[src/rtl/fetx_pkg.sv]
package fetx_pkg;
  parameter int NIB_W    = 4;
  parameter int GRP_W    = 5;
  parameter int ADDR_W   = 5;
  parameter int LFSR_W   = 2 * ADDR_W + 1;
  parameter int LFSR_TAP = 9;
  parameter int LVL_W    = 2;

  typedef enum logic [2:0] {
    GRP_I, GRP_J, GRP_K, GRP_D, GRP_T, GRP_R
  } grp_e;

  typedef struct packed {
    logic adv;   // advance one line bit
    logic load;  // boundary: load the selected group
    grp_e sel;   // group to load on a boundary
  } strobe_t;

  localparam logic [GRP_W-1:0] CODE_I = 5'b11111;
  localparam logic [GRP_W-1:0] CODE_J = 5'b11000;
  localparam logic [GRP_W-1:0] CODE_K = 5'b10001;
  localparam logic [GRP_W-1:0] CODE_T = 5'b01101;
  localparam logic [GRP_W-1:0] CODE_R = 5'b00111;

  function automatic logic [GRP_W-1:0] dataCode(input logic [NIB_W-1:0] nib);
    logic [GRP_W-1:0] c;
    case (nib)
      4'h0: c = 5'b11110;  4'h1: c = 5'b01001;
      4'h2: c = 5'b10100;  4'h3: c = 5'b10101;
      4'h4: c = 5'b01010;  4'h5: c = 5'b01011;
      4'h6: c = 5'b01110;  4'h7: c = 5'b01111;
      4'h8: c = 5'b10010;  4'h9: c = 5'b10011;
      4'hA: c = 5'b10110;  4'hB: c = 5'b10111;
      4'hC: c = 5'b11010;  4'hD: c = 5'b11011;
      4'hE: c = 5'b11100;  default: c = 5'b11101;
    endcase
    return c;
  endfunction

  function automatic logic [GRP_W-1:0] groupCode(input grp_e sel,
                                                 input logic [NIB_W-1:0] nib);
    logic [GRP_W-1:0] c;
    case (sel)
      GRP_J:   c = CODE_J;
      GRP_K:   c = CODE_K;
      GRP_D:   c = dataCode(nib);
      GRP_T:   c = CODE_T;
      GRP_R:   c = CODE_R;
      default: c = CODE_I;
    endcase
    return c;
  endfunction

  function automatic logic [LFSR_W-1:0] seedOf(input logic [ADDR_W-1:0] addr);
    return {addr, ~addr, 1'b1};
  endfunction
endpackage

[src/rtl/fetx_ctrl.sv]
module fetx_ctrl
  import fetx_pkg::*;
(
  input  logic    clk,
  input  logic    rstN,
  input  logic    bitEn,
  input  logic    txEn,
  output strobe_t strb,
  output logic    nibbleAck
);
  localparam int CNT_W = $clog2(GRP_W);
  localparam logic [CNT_W-1:0] LAST_POS = CNT_W'(GRP_W - 1);

  logic [CNT_W-1:0] bitCnt;
  grp_e             curGrp;
  grp_e             nextGrp;
  logic             boundary;

  assign boundary = bitEn && (bitCnt == LAST_POS);

  always_comb begin
    case (curGrp)
      GRP_I:          nextGrp = txEn ? GRP_J : GRP_I;
      GRP_J:          nextGrp = GRP_K;
      GRP_K, GRP_D:   nextGrp = txEn ? GRP_D : GRP_T;
      GRP_T:          nextGrp = GRP_R;
      default:        nextGrp = GRP_I;
    endcase
  end

  assign nibbleAck = boundary && (nextGrp == GRP_D);

  always_comb begin
    strb.adv  = bitEn;
    strb.load = boundary;
    strb.sel  = nextGrp;
  end

  always_ff @(posedge clk) begin
    if (!rstN) begin
      bitCnt <= '0;
      curGrp <= GRP_I;
    end else if (bitEn) begin
      if (boundary) begin
        bitCnt <= '0;
        curGrp <= nextGrp;
      end else begin
        bitCnt <= bitCnt + 1'b1;
      end
    end
  end


  ctrl_stall_chk: assert property (@(posedge clk) disable iff (!rstN)
    !bitEn |=> ($stable(bitCnt) && $stable(curGrp)));


  ack_en_chk: assert property (@(posedge clk) disable iff (!rstN)
    nibbleAck |-> bitEn);


  idle_before_start_chk: assert property (@(posedge clk) disable iff (!rstN)
    $rose(curGrp == GRP_J) |-> ($past(curGrp) == GRP_I));


  k_after_j_chk: assert property (@(posedge clk) disable iff (!rstN)
    $fell(curGrp == GRP_J) |-> (curGrp == GRP_K));
endmodule

[src/rtl/fetx_dpath.sv]
module fetx_dpath
  import fetx_pkg::*;
(
  input  logic              clk,
  input  logic              rstN,
  input  strobe_t           strb,
  input  logic [NIB_W-1:0]  txData,
  input  logic [ADDR_W-1:0] phyAddr,
  output logic [LVL_W-1:0]  mltLevel
);
  logic [GRP_W-1:0]  shReg;
  logic [LFSR_W-1:0] lfsr;
  logic              keyBit;
  logic              scrBit;
  logic              nrziQ;
  logic              nrziD;
  logic [1:0]        phase;

  assign keyBit = lfsr[LFSR_W-1] ^ lfsr[LFSR_TAP-1];
  assign scrBit = shReg[GRP_W-1] ^ keyBit;

  always_ff @(posedge clk) begin
    if (!rstN) begin
      shReg <= CODE_I;
      lfsr  <= seedOf(phyAddr);
      nrziQ <= 1'b0;
      nrziD <= 1'b0;
      phase <= '0;
    end else if (strb.adv) begin
      if (strb.load) shReg <= groupCode(strb.sel, txData);
      else           shReg <= {shReg[GRP_W-2:0], 1'b0};
      lfsr  <= {lfsr[LFSR_W-2:0], keyBit};
      nrziQ <= nrziQ ^ scrBit;
      nrziD <= nrziQ;
      if (nrziQ != nrziD) phase <= phase + 2'd1;
    end
  end

  always_comb begin
    case (phase)
      2'd1:    mltLevel = 2'b01;
      2'd3:    mltLevel = 2'b11;
      default: mltLevel = 2'b00;
    endcase
  end


  line_stall_chk: assert property (@(posedge clk) disable iff (!rstN)
    !strb.adv |=> ($stable(mltLevel) && $stable(lfsr) && $stable(shReg)));


  seed_nonzero_chk: assert property (@(posedge clk) disable iff (!rstN)
    lfsr != '0);


  mlt_code_chk: assert property (@(posedge clk) disable iff (!rstN)
    mltLevel != 2'b10);


  mlt_step_chk: assert property (@(posedge clk) disable iff (!rstN)
    !$stable(mltLevel) |-> (mltLevel == 2'b00 || $past(mltLevel) == 2'b00));


  nrzi_en_chk: assert property (@(posedge clk) disable iff (!rstN)
    !$stable(nrziQ) |-> $past(strb.adv));
endmodule

[src/rtl/fetx_encoder.sv]
module fetx_encoder
  import fetx_pkg::*;
(
  input  logic              clk,
  input  logic              rstN,
  input  logic              bitEn,
  input  logic [ADDR_W-1:0] phyAddr,
  input  logic              txEn,
  input  logic [NIB_W-1:0]  txData,
  output logic              nibbleAck,
  output logic [LVL_W-1:0]  mltLevel
);
  strobe_t strb;

  fetx_ctrl u_ctrl (
    .clk       (clk),
    .rstN      (rstN),
    .bitEn     (bitEn),
    .txEn      (txEn),
    .strb      (strb),
    .nibbleAck (nibbleAck)
  );

  fetx_dpath u_dpath (
    .clk      (clk),
    .rstN     (rstN),
    .strb     (strb),
    .txData   (txData),
    .phyAddr  (phyAddr),
    .mltLevel (mltLevel)
  );
endmodule

[config.mk]
export PLATFORM = sky130hd
export DESIGN_NAME = fetx_encoder
export DESIGN_NICKNAME = d
export VERILOG_FILES = /design/src/rtl/fetx_pkg.sv /design/src/rtl/fetx_ctrl.sv /design/src/rtl/fetx_dpath.sv /design/src/rtl/fetx_encoder.sv
export SDC_FILE = /design/constraint.sdc
export NUM_CORES = 1
export LEC_CHECK = 0
export BUFFER_PORTS_ARGS = -buffer_cell sky130_fd_sc_hd__buf_2
export CAP_MARGIN = 40
export CORE_MARGIN = 1
export CORE_UTILIZATION = 50
export CTS_CLUSTER_DIAMETER = 200
export DETAILED_ROUTE_END_ITERATION = 12
export PLACE_DENSITY_LB_ADDON = 0.25
export SYNTH_ARGS = -nofsm -noshare
export SYNTH_HDL_FRONTEND = slang
export SYNTH_SLANG_ARGS = --single-unit
export TNS_END_PERCENT = 100
[constraint.sdc]
create_clock -name clk -period 1.8 [get_ports clk]
set_input_delay 0.18 -clock clk [delete_from_list [all_inputs] [get_ports clk]]
set_output_delay 0.18 -clock clk [all_outputs]
set_load 0.05 [all_outputs]
Word level (Yosys, flattened, before mapping)
Memories as Yosys holds them, arrays and structs flattened.
Cells that the tools add are included.
{ "word_totals": {"register_bits": 26, "memories": 1, "romBits": 80, "in_bits": 13, "output_inout_bits": 3, "elab_cells": 44} }
{ "op_classes": {"n_eq_ne": 14, "n_reduce_logical": 6, "bitwise": 4, "addsub": 2, "muxes": 9} }
{ "memory_table": {"columns": ["memory", "depth", "width", "rd", "rd_clocked_by_memory_dff", "wr", "line", "rtl"], "rows": [
  ["(no name shown)", 16, 5, 1, 0, 0, "fetx_pkg.sv:27", "case (nib)"]
]} }
{ "op_table": {"columns": ["operator", "count"], "rows": [
  ["one-hot mux 5 bit (5 select lines)", 1],
  ["two-way mux 11 bit", 2],
  ["equality test 3 x 2 -> 1 bit, second input constant", 4],
  ["equality test 3 bit, second input constant", 4],
  ["one-hot mux 3 bit (4 select lines)", 1],
  ["equality test 3 x 1 -> 1 bit, second input constant", 2],
  ["two-way mux 3 bit", 2],
  ["two-way mux 5 bit", 1],
  ["NOT 5 bit", 1],
  ["one-hot mux 2 bit (2 select lines)", 1],
  ["AND reduction 2 bit", 2],
  ["adder 3 x 1 -> 3 bit, second input constant", 1],
  ["zero test 3 bit", 1],
  ["XOR 1 bit", 3],
  ["adder 2 x 1 -> 2 bit, second input constant", 1],
  ["equality test 2 x 1 -> 1 bit, second input constant", 1],
  ["equality test 2 bit, second input constant", 1],
  ["logical AND 1 bit", 2],
  ["!= test 2 x 1 -> 1 bit, second input constant", 1],
  ["OR reduction 2 bit", 1],
  ["two-way mux 1 bit", 1],
  ["!= test 1 bit", 1]
]} }

Depth between registers and ports, before layout
{ "depth": {"ltp_word": 6, "mapped_depth": 6, "depth_no_buf": 6} }

Cells and area by module
Synthesis repeated with hierarchy kept, for this count alone.
{ "unflattened": {"cells_unflattened": 159, "area_unflattened_um2": 1416.4} }
{ "by_module_without_submodules": {"columns": ["mod", "cells_each", "area_each_um2", "seq_area_each_um2", "instances"], "rows": [
  ["fetx_dpath", 118, 1067.3, 500.5, 1],
  ["fetx_ctrl", 41, 349.1, 120.1, 1]
]} }

Worst setup path after synthesis
Ideal clock, no wire load.
{ "synth_path": {"path_type": "register -> output", "startpoint": "register u_ctrl.bitCnt[0]", "endpoint": "output port nibbleAck", "t_arrival_ns": 1.288, "setup_slack_ns": 0.332, "stages_incl_launch_ff": 5, "cell_sequence": "dfxtp_1 -> inv_1 -> ha_1 -> and3_2 -> and3_1"} }
{ "synth_between": {"elab_chain_cells": 3} }
{ "synth_rtl": {"columns": ["item", "line", "rtl"], "rows": [
  ["start, declared", "fetx_ctrl.sv:14", "logic [CNT_W-1:0] bitCnt;"],
  ["start signal, assigned", "fetx_ctrl.sv:48", "bitCnt <= bitCnt + 1'b1;"],
  ["equality test 3 bit", "fetx_ctrl.sv:19", "assign boundary = bitEn && (bitCnt == LAST_POS);"],
  ["logical AND 1 bit", "fetx_ctrl.sv:19", null],
  ["logical AND 1 bit", "fetx_ctrl.sv:31", "assign nibbleAck = boundary && (nextGrp == GRP_D);"],
  ["end, declared", "fetx_encoder.sv:10", "output logic nibbleAck,"]
]} }
Every way passes these cells.

Worst setup path after layout
{ "layout_path": {"startpoint": "register u_ctrl.bitCnt[1]", "endpoint": "output port nibbleAck"} }
Same word-level chain as after synthesis.

==> summary.txt <==
Run status
  • Status: completed

Global route
  • Total track usage: 18.6%
  • Global-route wire length before repair: 4000 um
  • Vias in the first global route: 1003
  • Gr busiest metal: met2
  • Met2 Track Usage GR: 35.9%
  • GR met1 Demand/Resource: 20.0%
  • Largest net degree at the start of global routing: 33
  • Gr ovfl total: 0
  • M3 GR Usage: 2.78%
  • Initial antenna violation count: 0

Min path
  • Hold WC Path Type: input port to flip-flop
  • Worst Min Path Start: phyAddr[0]

Logic synthesis
  • Syn avg cell area: 9.32 um2
  • Netlist cell types: 44
  • Synth warn: 0
  • Syn_nets: 167
  • Main flop type after synthesis: dfxtp_1
  • Flops & latches, synth: 26
  • Post-synthesis sequential area ratio: 44.4%
  • Post-synth EDFFs: 10
  • Top-area cell type share of the netlist area: 22.9%
  • Ys async rst share: 0%
  • Gate Count Post-Synth: 150
  • Synth top area cells: dfxtp_1 23%, edfxtp_1 21%, o21ai_0 7.9%
  • Leading area contributor after synthesis: dfxtp_1
  • Mapped cell area: 1400 um2

Placed design
  • Post-DP HPWL: 1810 um
  • DP Area: 1440 um2
  • Port Buffers: 15
  • RePlAce Congestion: 0.796
  • Placed cells: 188

Flow run
  • Max cap viols: 0

Timing
  • Worst Skew: 13.2 ps
  • Max Fclk: 0.577 GHz
  • Final hold violations: 0
  • Max Slew Vio Count: 0
  • Worst-Margin Slew: 482 ps
  • # setup viols final: 0
  • Hold WS: 150 ps
  • Slew HR: 67.8%
  • Final period utilization: 96.4%
  • Tmin final: 1730 ps

Final layout
  • Filler-free cell count of the finished design: 192
  • Fillers: 222
  • Finished layout cell area: 1510 um2
  • Antenna diodes: 0
  • Commonest non-fill, non-tap cell in the layout: o21ai_0
  • Area Overhead vs Synth: 8.15%
  • Post-layout util: 58.9%
  • NumNets Final: 180
  • Commonest cells after routing, fill and taps aside: 22 x o21ai_0, 16 x nand2_1, 15 x dfxtp_1
  • Layout cells sized above 1: 18.5%

Routing
  • Via count: 1086
  • DR DRC count: 0
  • Starting DRT DRC Count: 15
  • First drt pass iteration count: 4
  • Vias per cell: 5.66
  • Final wirelength: 2510 um
  • Final ANT Viol Nets: 0
  • Routed wire per std cell: 13.1 um

Setup path
  • RR Startpoint: u_ctrl.bitCnt[1]
  • Worst path required time: 1620 ps
  • Critical path cell sequence: inv_1, ha_4, and3_2, and3_1, buf_4
  • Critical Path Start: u_ctrl.bitCnt[1]
  • Max stage delay on crit path: 360 ps
  • Slowest cell on crit path: dfxtp_1
  • Critical path class: flip-flop to primary output
  • Crit path buffers/inverters: 2
  • Arrival time at the worst endpoint: 1550 ps
  • Cell family with most CP delay: simple AND/OR/NAND/NOR gates
  • Setup crit end kind: primary output
  • CP Max Fanout: 5
  • Setup crit start kind: flip-flop

Clock network
  • Clock Latency Late Sink: 330 ps
  • Cts hold-fix bufs: 0
  • CTS max path bufs: 2
  • Cts bufs inserted: 3
  • Clk root buf: clkbuf_4
  • H-tree depth: 1
  • TritonCTS clock tree: built
  • Clk sinks: 26
  • Clk slew on worst S/H paths: 150 ps

Die
  • Die Ht: 54.9 um
  • DIE AREA: 3010 um2
  • I/O pin cnt: 16
  • Die width: 54.9 um
  • Site row count: 18
  • Core Area: 2570 um2
  • Starting Density: 54.4%

Power and ir drop
  • Final Total Pwr: 1.24 mW
  • VDD IR max: 0.617 mV
  • Cell Pwr Density: 823 nW/um2
  • Leakage: 0.652 nW
[synthesized netlist by cell type (2+ instances only)]
master,instances
a211oi_1,2
edfxtp_1,10
and2_1,6
nor2_1,4
and3_2,2
buf_6,3
nor3_1,3
buf_2,2
dfxtp_1,16
nand3b_1,2
mux2i_1,3
o21ai_0,22
nand3_1,6
ha_1,4
xnor2_1,3
nand2b_1,2
a21oi_1,4
clkbuf_8,2
o21a_1,2
inv_1,12
o21ai_1,2
nand2_1,16
[worst paths after layout]
check                                        end  slack, ps  cells past startpoint
worst min register to register  u_dpath.shReg[3]        520                      2
worst max-delay path                   nibbleAck         70                      5
worst max register to register  u_dpath.shReg[2]        470                      6
worst min-delay path             u_dpath.lfsr[1]        150                      2
[flip-flops by register name, indices dropped and copies added (netlist names)]
| register | count |
|---|---|
| u_dpath.lfsr | 11 |
| u_dpath.shReg | 5 |
| u_ctrl.bitCnt | 3 |
| u_ctrl.curGrp | 3 |
| u_dpath.phase | 2 |
| u_dpath.nrziD | 1 |
| u_dpath.nrziQ | 1 |
[metrics by stage]
step / worst slack (ps) / TNS (ps)
2_1_floorplan: 332 / 0
3_5_place_dp: 289 / 0
5_1_grt: -4.86 / -4.86
3_3_place_gp: 345 / 0
4_1_cts: 8.43 / 0
6_report: 65.5 / 0
[layer usage]
layer	share of wire, %	up-vias
li1	-	548
met1	46	510
met2	50	26
met3	3.0	2
met4	0.64	0
met5	0	-
[timing repair]
action | CTS | global route
setup buffers | 0 | 0
gates resized for setup | 3 | 2
setup endpoints to repair | 1 | 1
[cells by family after synthesis]
| group | share of synthesized area [%] |
|---|---|
| AND/OR/NAND/NOR | 22.0 |
| AO/OA/AOI/OAI | 16.7 |
| flip-flops | 44.4 |
| buffers and inverters | 8.59 |
| XOR/XNOR | 2.51 |
| adder cells (fa/ha/maj) | 3.58 |
| multiplexers | 2.15 |
[power by group]
group,switching [mW],leakage [nW],internal [mW]
logic,0.0923,0.386,0.0693
registers,0.0225,0.238,0.657
clock network,0.178,0.0279,0.225
total,0.293,0.652,0.952
[cell type report]
class                   count  area (um2)  share of cell area [%]
clock buffers               3        22.5                    1.49
clock inverters             1        30.0                    1.99
inverters                  12        45.0                    2.98
multi-input cells         104         669                    44.3
flip-flops and latches     26         622                    41.1
well taps                  30        37.5                    2.48
repair buffers             16        85.1                    5.63
Power figures use the tool's default switching activity.
